<file path="config.mk">
export PLATFORM = sky130hd
export DESIGN_NAME = matmul4_core
export DESIGN_NICKNAME = d
export VERILOG_FILES = /design/src/rtl/matmul4_pkg.sv /design/src/rtl/matmul4_ctrl.sv /design/src/rtl/matmul4_opstore.sv /design/src/rtl/matmul4_pipe.sv /design/src/rtl/matmul4_core.sv
export SDC_FILE = /design/constraint.sdc
export NUM_CORES = 1
export LEC_CHECK = 0
export ABC_AREA = 1
export BUFFER_PORTS_ARGS = -buffer_cell sky130_fd_sc_hd__buf_2
export CAP_MARGIN = 10
export CORE_UTILIZATION = 45
export DETAILED_ROUTE_END_ITERATION = 8
export PLACE_DENSITY = 0.58
export SLEW_MARGIN = 20
export SYNTH_ARGS = -nofsm -noshare
export SYNTH_HDL_FRONTEND = slang
export SYNTH_HIERARCHICAL = 1
export SYNTH_SLANG_ARGS = --single-unit
</file>
<file path="constraint.sdc">
create_clock -name clk -period 4.4 [get_ports clk]
set_input_delay 1.32 -clock clk [delete_from_list [all_inputs] [get_ports clk]]
set_output_delay 1.32 -clock clk [all_outputs]
set_load 0.01 [all_outputs]
</file>
<file path="src/rtl/matmul4_pkg.sv">
package matmul4_pkg;

  typedef enum logic [2:0] {
    ST_IDLE  = 3'd0,
    ST_LOAD  = 3'd1,
    ST_COMP  = 3'd2,
    ST_DRAIN = 3'd3,
    ST_DONE  = 3'd4
  } mm_state_e;

  // Width that holds a sum of dim products of two ew-bit unsigned values.
  function automatic int acc_width(input int ew, input int dim);
    return 2 * ew + $clog2(dim);
  endfunction

endpackage

</file>
<file path="src/rtl/matmul4_ctrl.sv">
module matmul4_ctrl
  import matmul4_pkg::*;
#(
  parameter int DIM    = 4,
  parameter int AW     = 8,
  parameter int A_BASE = 0,
  parameter int B_BASE = 16
) (
  input  logic                         clk,
  input  logic                         rst,
  input  logic                         start,
  output logic                         mem_en,
  output logic [AW-1:0]                mem_addr,
  output logic                         cap_v,
  output logic [$clog2(2*DIM*DIM)-1:0] cap_idx,
  output logic                         iss_v,
  output logic [$clog2(DIM*DIM)-1:0]   iss_idx,
  output logic                         done
);
  localparam int N   = DIM * DIM;
  localparam int TOT = 2 * N;
  localparam int TW  = $clog2(TOT);
  localparam int IW  = $clog2(N);
  localparam int CW  = $clog2(TOT + 1);

  mm_state_e     state;
  logic [CW-1:0] cnt;

  always_ff @(posedge clk) begin
    if (rst) begin
      state   <= ST_IDLE;
      cnt     <= '0;
      cap_v   <= 1'b0;
      cap_idx <= '0;
    end else begin
      cap_v   <= mem_en;
      cap_idx <= cnt[TW-1:0];
      unique case (state)
        ST_IDLE: if (start) begin
          state <= ST_LOAD;
          cnt   <= '0;
        end
        ST_LOAD: if (cnt == CW'(TOT)) begin
          state <= ST_COMP;
          cnt   <= '0;
        end else begin
          cnt <= cnt + CW'(1);
        end
        ST_COMP: if (cnt == CW'(N - 1)) begin
          state <= ST_DRAIN;
          cnt   <= '0;
        end else begin
          cnt <= cnt + CW'(1);
        end
        ST_DRAIN: state <= ST_DONE;
        default:  state <= ST_IDLE;
      endcase
    end
  end

  always_comb begin
    mem_en   = (state == ST_LOAD) && (cnt < CW'(TOT));
    mem_addr = (cnt < CW'(N)) ? AW'(A_BASE) + AW'(cnt)
                              : AW'(B_BASE) + AW'(cnt - CW'(N));
    iss_v    = (state == ST_COMP);
    iss_idx  = cnt[IW-1:0];
    done     = (state == ST_DONE);
  end

  assert_done_single_R6: assert property (@(posedge clk) disable iff (rst)
    done |=> !done);
  assert_en_only_load_R2: assert property (@(posedge clk) disable iff (rst)
    mem_en |-> state == ST_LOAD);
  assert_addr_step_R2: assert property (@(posedge clk) disable iff (rst)
    (mem_en && $past(mem_en) && $past(cnt) != CW'(N - 1)) |-> mem_addr == $past(mem_addr) + AW'(1));
  assert_done_to_idle_R7: assert property (@(posedge clk) disable iff (rst)
    (state == ST_DONE) |=> state == ST_IDLE);
  assert_no_restart_R7: assert property (@(posedge clk) disable iff (rst)
    (state != ST_IDLE) |=> !(state == ST_LOAD && cnt == '0));

endmodule

</file>
<file path="src/rtl/matmul4_opstore.sv">
module matmul4_opstore #(
  parameter int DIM = 4,
  parameter int EW  = 8
) (
  input  logic                         clk,
  input  logic                         cap_v,
  input  logic [$clog2(2*DIM*DIM)-1:0] cap_idx,
  input  logic [EW-1:0]                wdata,
  input  logic [$clog2(DIM*DIM)-1:0]   iss_idx,
  output logic [DIM*EW-1:0]            a_vec,
  output logic [DIM*EW-1:0]            b_vec
);
  // DIM must be a power of two: operand offsets are built by bit concatenation.
  localparam int TOT = 2 * DIM * DIM;
  localparam int LW  = $clog2(DIM);

  logic [EW-1:0] ops [TOT];
  logic [LW-1:0] row_i, col_j;

  always_ff @(posedge clk) begin
    if (cap_v) ops[cap_idx] <= wdata;
  end

  assign row_i = iss_idx[2*LW-1:LW];
  assign col_j = iss_idx[LW-1:0];

  for (genvar k = 0; k < DIM; k++) begin : g_k
    localparam logic [LW-1:0] KB = LW'(k);
    // A(i,k) at k*DIM+i, B(k,j) at N + j*DIM+k (column-major).
    assign a_vec[k*EW +: EW] = ops[{1'b0, KB, row_i}];
    assign b_vec[k*EW +: EW] = ops[{1'b1, col_j, KB}];
  end

endmodule

</file>
<file path="src/rtl/matmul4_pipe.sv">
module matmul4_pipe #(
  parameter int DIM = 4,
  parameter int EW  = 8,
  parameter int ACC = 18
) (
  input  logic                       clk,
  input  logic                       rst,
  input  logic                       iss_v,
  input  logic [$clog2(DIM*DIM)-1:0] iss_idx,
  input  logic [DIM*EW-1:0]          a_vec,
  input  logic [DIM*EW-1:0]          b_vec,
  input  logic [$clog2(DIM*DIM)-1:0] rd_idx,
  output logic [ACC-1:0]             rd_data
);
  localparam int N  = DIM * DIM;
  localparam int IW = $clog2(N);
  localparam int PW = 2 * EW;
  localparam int SW = ACC + 1;

  function automatic logic [SW-1:0] sum_products(input logic [DIM*PW-1:0] pv);
    logic [SW-1:0] acc;
    acc = '0;
    for (int k = 0; k < DIM; k++) acc = acc + SW'(pv[k*PW +: PW]);
    return acc;
  endfunction

  logic [DIM*PW-1:0] prod;
  logic              s1_v;
  logic [IW-1:0]     s1_idx;
  logic [SW-1:0]     sum_w;
  logic [ACC-1:0]    res [N];

  // Stage 1: DIM multipliers, products registered.
  always_ff @(posedge clk) begin
    if (rst) begin
      prod   <= '0;
      s1_v   <= 1'b0;
      s1_idx <= '0;
    end else begin
      for (int k = 0; k < DIM; k++)
        prod[k*PW +: PW] <= a_vec[k*EW +: EW] * b_vec[k*EW +: EW];
      s1_v   <= iss_v;
      s1_idx <= iss_idx;
    end
  end

  // Stage 2: adder tree into the result registers.
  assign sum_w = sum_products(prod);

  always_ff @(posedge clk) begin
    if (rst) begin
      for (int n = 0; n < N; n++) res[n] <= '0;
    end else if (s1_v) begin
      res[s1_idx] <= sum_w[ACC-1:0];
    end
  end

  assign rd_data = res[rd_idx];

  assert_no_overflow_R4: assert property (@(posedge clk) disable iff (rst)
    s1_v |-> sum_w[SW-1] == 1'b0);
  assert_write_order_R5: assert property (@(posedge clk) disable iff (rst)
    (s1_v && $past(s1_v)) |-> s1_idx == $past(s1_idx) + IW'(1));

endmodule

</file>
<file path="src/rtl/matmul4_core.sv">
module matmul4_core
  import matmul4_pkg::*;
#(
  parameter int DIM    = 4,
  parameter int EW     = 8,
  parameter int AW     = 8,
  parameter int A_BASE = 0,
  parameter int B_BASE = 16
) (
  input  logic                              clk,
  input  logic                              rst,
  input  logic                              start,
  output logic                              mem_en,
  output logic [AW-1:0]                     mem_addr,
  input  logic [EW-1:0]                     mem_rdata,
  output logic                              done,
  input  logic [$clog2(DIM*DIM)-1:0]        rd_idx,
  output logic [acc_width(EW, DIM)-1:0]     rd_data
);
  localparam int N   = DIM * DIM;
  localparam int TW  = $clog2(2 * N);
  localparam int IW  = $clog2(N);
  localparam int ACC = acc_width(EW, DIM);

  logic              cap_v, iss_v;
  logic [TW-1:0]     cap_idx;
  logic [IW-1:0]     iss_idx;
  logic [DIM*EW-1:0] a_vec, b_vec;

  matmul4_ctrl #(.DIM(DIM), .AW(AW), .A_BASE(A_BASE), .B_BASE(B_BASE)) u_ctrl (
    .clk(clk), .rst(rst), .start(start), .mem_en(mem_en), .mem_addr(mem_addr),
    .cap_v(cap_v), .cap_idx(cap_idx), .iss_v(iss_v), .iss_idx(iss_idx), .done(done)
  );

  matmul4_opstore #(.DIM(DIM), .EW(EW)) u_ops (
    .clk(clk), .cap_v(cap_v), .cap_idx(cap_idx), .wdata(mem_rdata),
    .iss_idx(iss_idx), .a_vec(a_vec), .b_vec(b_vec)
  );

  matmul4_pipe #(.DIM(DIM), .EW(EW), .ACC(ACC)) u_pipe (
    .clk(clk), .rst(rst), .iss_v(iss_v), .iss_idx(iss_idx), .a_vec(a_vec),
    .b_vec(b_vec), .rd_idx(rd_idx), .rd_data(rd_data)
  );

endmodule

</file>
Word-level counts from Yosys, hierarchy flattened
Memories as Yosys holds them, arrays and structs flattened. A register that Yosys moved wholly into a read port is not among the register bits.
Index checks and enable logic that the tools add are counted.

storage, ports and cells
  bits in registers = 84
  bits in writable memories = 544
  input bits = 15
  output and inout port bits = 28
  word-level logic and storage cells = 71
  memories = 2

operators by class
  add/subtract/negate cells = 6
  multipliers = 4
  $lt $le $gt $ge = 2
  eq/ne operators = 9
  multiplexer cells = 35
  reductions and logical operators = 6

memory list
  name        depth  bits a word  rd ports  clocked after memory_dff  wr ports  line                   text
  u_pipe.res  16     18           1         0                         16        matmul4_pipe.sv:31     logic [ACC-1:0] res [N];
  u_ops.ops   32     8            8         8                         1         matmul4_opstore.sv:17  logic [EW-1:0] ops [TOT];

operator list
  operator                                                                number
  5-bit two-way mux                                                       16
  8-bit by 8-bit multiplier with 16-bit output                            4
  18-bit by 16-bit adder with 18-bit output                               2
  18-bit two-way mux                                                      1
  6-bit two-way mux                                                       3
  6-bit case mux with 3 select lines                                      1
  18-bit OR reduction                                                     1
  16-bit by 16-bit adder with 17-bit output                               1
  3-bit case mux with 4 select lines                                      1
  3-bit two-way mux                                                       3
  5-bit by 8-bit adder with 8-bit output (first input constant)           1
  1-bit two-way mux                                                       8
  8-bit two-way mux                                                       1
  6-bit by 5-bit subtractor with 7-bit output (second input constant)     1
  6-bit by 1-bit adder with 6-bit output (second input constant)          1
  3-bit by 2-bit equality test with 1-bit output (second input constant)  2
  6-bit by 4-bit equality test with 1-bit output (second input constant)  1
  6-bit equality test (second input constant)                             1
  6-bit by 5-bit < comparator with 1-bit output (second input constant)   1
  6-bit < comparator (second input constant)                              1
  4-bit two-way mux                                                       1
  2-bit != test (second input constant)                                   2
  3-bit by 1-bit equality test with 1-bit output (second input constant)  1
  3-bit equality test (second input constant)                             1
  6 further kinds                                                         6

Logic depth before layout (Yosys ltp)
  word-level depth = 5
  depth in mapped cells = 27
  gate-level depth less buffers = 24

By module
The synthesis kept the hierarchy.

modules (own cells, without submodules)
  module           instances  cells an instance  area each (sq um)  seq. area each (sq um)
  matmul4_pipe     1          3,087              25,843.5           10,029.6
  matmul4_opstore  1          1,053              11,011.8           7,687.4
  matmul4_ctrl     1          117                842.1              300.3

Worst setup path before layout
Ideal clock, no wire load.

  path type = register -> register
  start = register, netlist name u_ctrl/cnt[2]
  end = register u_pipe.prod[40]
  setup time = 0.113 ns
  data arrival time = 4.309 ns
  data required time = 4.287 ns
  path slack = -0.021 ns
  stages on the path, launching flop included = 24
  buffers on the path = 4
  clock period less this slack = 4.421 ns
  cell sequence = dfxtp_1 buf_4 buf_4 buf_4 nand2_1 nand3_1 nand2_1 clkbuf_1 nand2_1 fa_1 fa_1 inv_1 fa_1 inv_1 fa_1 inv_1 ha_1 nand2_1 nand2_1 o21bai_1 a21oi_1 nand2_1 nand2_1 nor2_1

RTL lines
  what                           line                text
  end signal, assigned by index  matmul4_pipe.sv:41  prod[k*PW +: PW] <= a_vec[k*EW +: EW] * b_vec[k*EW +: EW];
  end, declared                  matmul4_pipe.sv:27  logic [DIM*PW-1:0] prod;

==> metrics <==
skew final 0.0310 ns; die area 84900 um2; Highest Clock Rate 0.234 GHz; maxcap violations 0; drt first pass iters 5; EDFF count, synth 544; Die W 291 um; Mapped Cells 4257; port bufs 40; initial antenna violation count 0; post-detailed-route count of antenna-violating nets 0; Filler cells 7578; top_reg_cell synth edfxtp_1; clk root buf clkbuf_16; Register-to-Register Path Depth 23; initial core utilization 45.7%; share of cells above drive strength 1 13.8%; DIE HEIGHT 291 um; Synth Area per Inst roughly 9 um2; Post-Syn Area 37700 um2; area added between synthesis and finish 14.6%; nets@finish 4716; Routed met3 length about 3.3 mm; Worst Hold Path EP u_ctrl/state[2]$_SDFFE_PP0P_; Final min period 4.28 ns; r2r setup slk 0.12 ns; Yosys top cell area share 43.3%; #FFs+latches synth around 630; Sink Count 628; total negative slack 0 ns; FP Rows 105; Final setup viols 0; part of the cycle the worst path needs 97.3%; global-route wire length before repair between 100 and 150 mm; Seq/Total Area, Yosys a little under half; synth top area cells edfxtp_1 43%, nand2_1 9.4%, inv_1 9.4%, fa_1 9.3%, ha_1 5.5%; Synth cell types ~40; fin. max-slew vios 0; CORE AREA 82500 um2; status finished clean; H-tree depth 3; Hold WS 0.552 ns; CP Launch Type flip-flop; routed via count ~27000; RePlAce Congestion 0.875; RR Startpoint u_ctrl/cnt[2]$_SDFFE_PP0P_; dpl hpwl ~63 mm; number of global-route vias before repair 26200; hold_sp u_ctrl/state[1]$_SDFFE_PP0P_; Worst setup EP type flip-flop; CP required 4.91 ns; CP Launch Point u_ctrl/cnt[2]$_SDFFE_PP0P_; DRC errors left 0; Slew @ Worst Pin 0.986 ns; initial drt markers 1738; register clock-pin slew on the reported worst setup and hold paths 0.06 ns; CTS tree built; largest net degree at the start of global routing 64; RSZ-0062 raised after global routing true; drt wl/cell about 17 um; number of cells on the worst hold path 2; Slew Limit Headroom 34.0%; Clock Tree Buf Depth 3; worst min path class reg2reg; met2 WL post-DR 44.5 mm; num ports between 40 and 50; final WL 91.7 mm; met1 WL 40.7 mm; Via density just under 5; Arr. time, crit path approximately 4.8 ns; grt total ovfl 0; ys async rst share 0%; Crit Path Class reg2reg; Util after Layout 52.4%; GRT Total Usage 21.6%; Yosys top cell by area edfxtp_1; Final Hold Fails 0; yosys synthesis warning count 6; n_diodes 0; r2r endpoint u_pipe/prod[31]$_SDFF_PP0_; maximum fanout along the worst path 16; top sig layer met4; total clock buffers created by CTS 72; Worst-Skew Late Latency 0.62 ns
==> critical path: stages, from the launching register on <==
cell,delay (ns)
dfxtp_4,0.45
buf_12,0.13
clkbuf_16,0.16
nand2_1,0.06
nand3_1,0.08
nand2_1,0.12
nand2_1,0.10
inv_1,0.05
fa_1,0.51
fa_1,0.52
fa_1,0.49
inv_1,0.05
fa_1,0.47
inv_1,0.06
ha_4,0.29
nand2_2,0.08
inv_1,0.07
nand2_1,0.06
nand2_1,0.09
nand2_1,0.08
nand3_2,0.08
nand2_1,0.05
nand2_1,0.06
nor2_1,0.04
==> layout make-up <==
cell class	count	area, um2	area share (%)
Clock buffer	88	1980	4.57
Clock inverter	45	383	0.886
Inverter	949	3580	8.29
Multi-Input combinational cell	2462	15800	36.5
Sequential cell	628	18000	41.7
Tap cell	1070	1340	3.10
Timing Repair Buffer	246	2130	4.94
==> cells in the final DEF (no fill, tap or decap), drive strengths merged, types with 11 or more instances in the layout <==
cell	Yosys	routed
edfxtp	544	544
nand2	977	977
clkinv	3	34
nand4	12	12
fa	176	176
nor3	12	12
dfxtp	84	84
nor2	463	463
xor2	11	11
buf	120	240
clkbuf	99	93
ha	166	166
o211ai	73	73
nand3	304	304
a21oi	143	143
o21ai	96	96
o21bai	11	11
inv	946	954
==> sequential cells by signal (all words and copies together) (netlist names) <==
name	count
u_ctrl/cap_v	1
u_pipe/s1_idx	4
u_ctrl/state	3
u_pipe/s1_v	1
u_ops/ops	256
u_pipe/res	288
u_ctrl/cnt	6
u_ctrl/cap_idx	5
u_pipe/prod	64
==> worst max-delay path by stage <==
| stage | end | slack, ns | depth (start not counted) |
|---|---|---|---|
| final | u_pipe/prod[31]$_SDFF_PP0_ | 0.12 | 23 |
| after global placement | u_pipe/prod[58]$_SDFF_PP0_ | -0.11 | 20 |
| after CTS | u_pipe/prod[57]$_SDFF_PP0_ | -0.01 | 21 |
| after detailed placement | u_pipe/prod[57]$_SDFF_PP0_ | -0.15 | 21 |
| after floorplan | u_pipe/prod[8]$_SDFF_PP0_ | 0.004 | 23 |
| after global routing | u_pipe/prod[13]$_SDFF_PP0_ | -0.12 | 23 |
==> per-stage QoR <==
stage               std cells  worst slack [ns]  area (um2)
detailed placement       5331            -0.155       39700
CTS                      5467          -0.00979       42200
floorplan                4258           0.00428       37700
global placement         5331            -0.108       39700
finish                   5488             0.118       43200
global route             5488            -0.119       43200
==> routing by layer <==
metal  vias up  GRT usage (%)
met3       157           2.37
met4         0           7.61
met1     12700           28.3
met5         -              0
li1      13400              -
met2       523           37.1
==> logic make-up after synthesis <==
kind of cell / count (synthesis) / synth area share, %
xor gates and xnor gates: 17 / 0.475
other: 1 / 0.00995
and+or+nand+nor: 1770 / 19.4
buffers and inverters: 1168 / 12.5
DFF: 628 / 47.8
AOI/OAI and AO/OA: 331 / 5.01
adders and majority gates: 342 / 14.9
==> timing repair <==
action,CTS,global route
pin swaps,1,44
gates resized for setup,18,199
setup buffers,1,16
hold buffers,0,0
cloned,2,5
endpoints found under the setup margin,20,38
==> synth_stat cells (5+ instances only) <==
cell	n
a21oi_1	142
buf_1	9
buf_2	66
buf_4	27
buf_6	18
clkbuf_1	99
dfxtp_1	84
edfxtp_1	544
fa_1	176
ha_1	166
inv_1	940
inv_2	5
nand2_1	948
nand2_2	23
nand2_4	6
nand3_1	301
nand4_1	12
nor2_1	440
nor2_2	22
nor3_1	8
o211ai_1	73
o21ai_0	94
o21bai_1	11
xor2_1	10
Power is left out: the tool's default activity adds up to more than one toggle a clock period on the data nets, which glitch-free logic cannot reach.
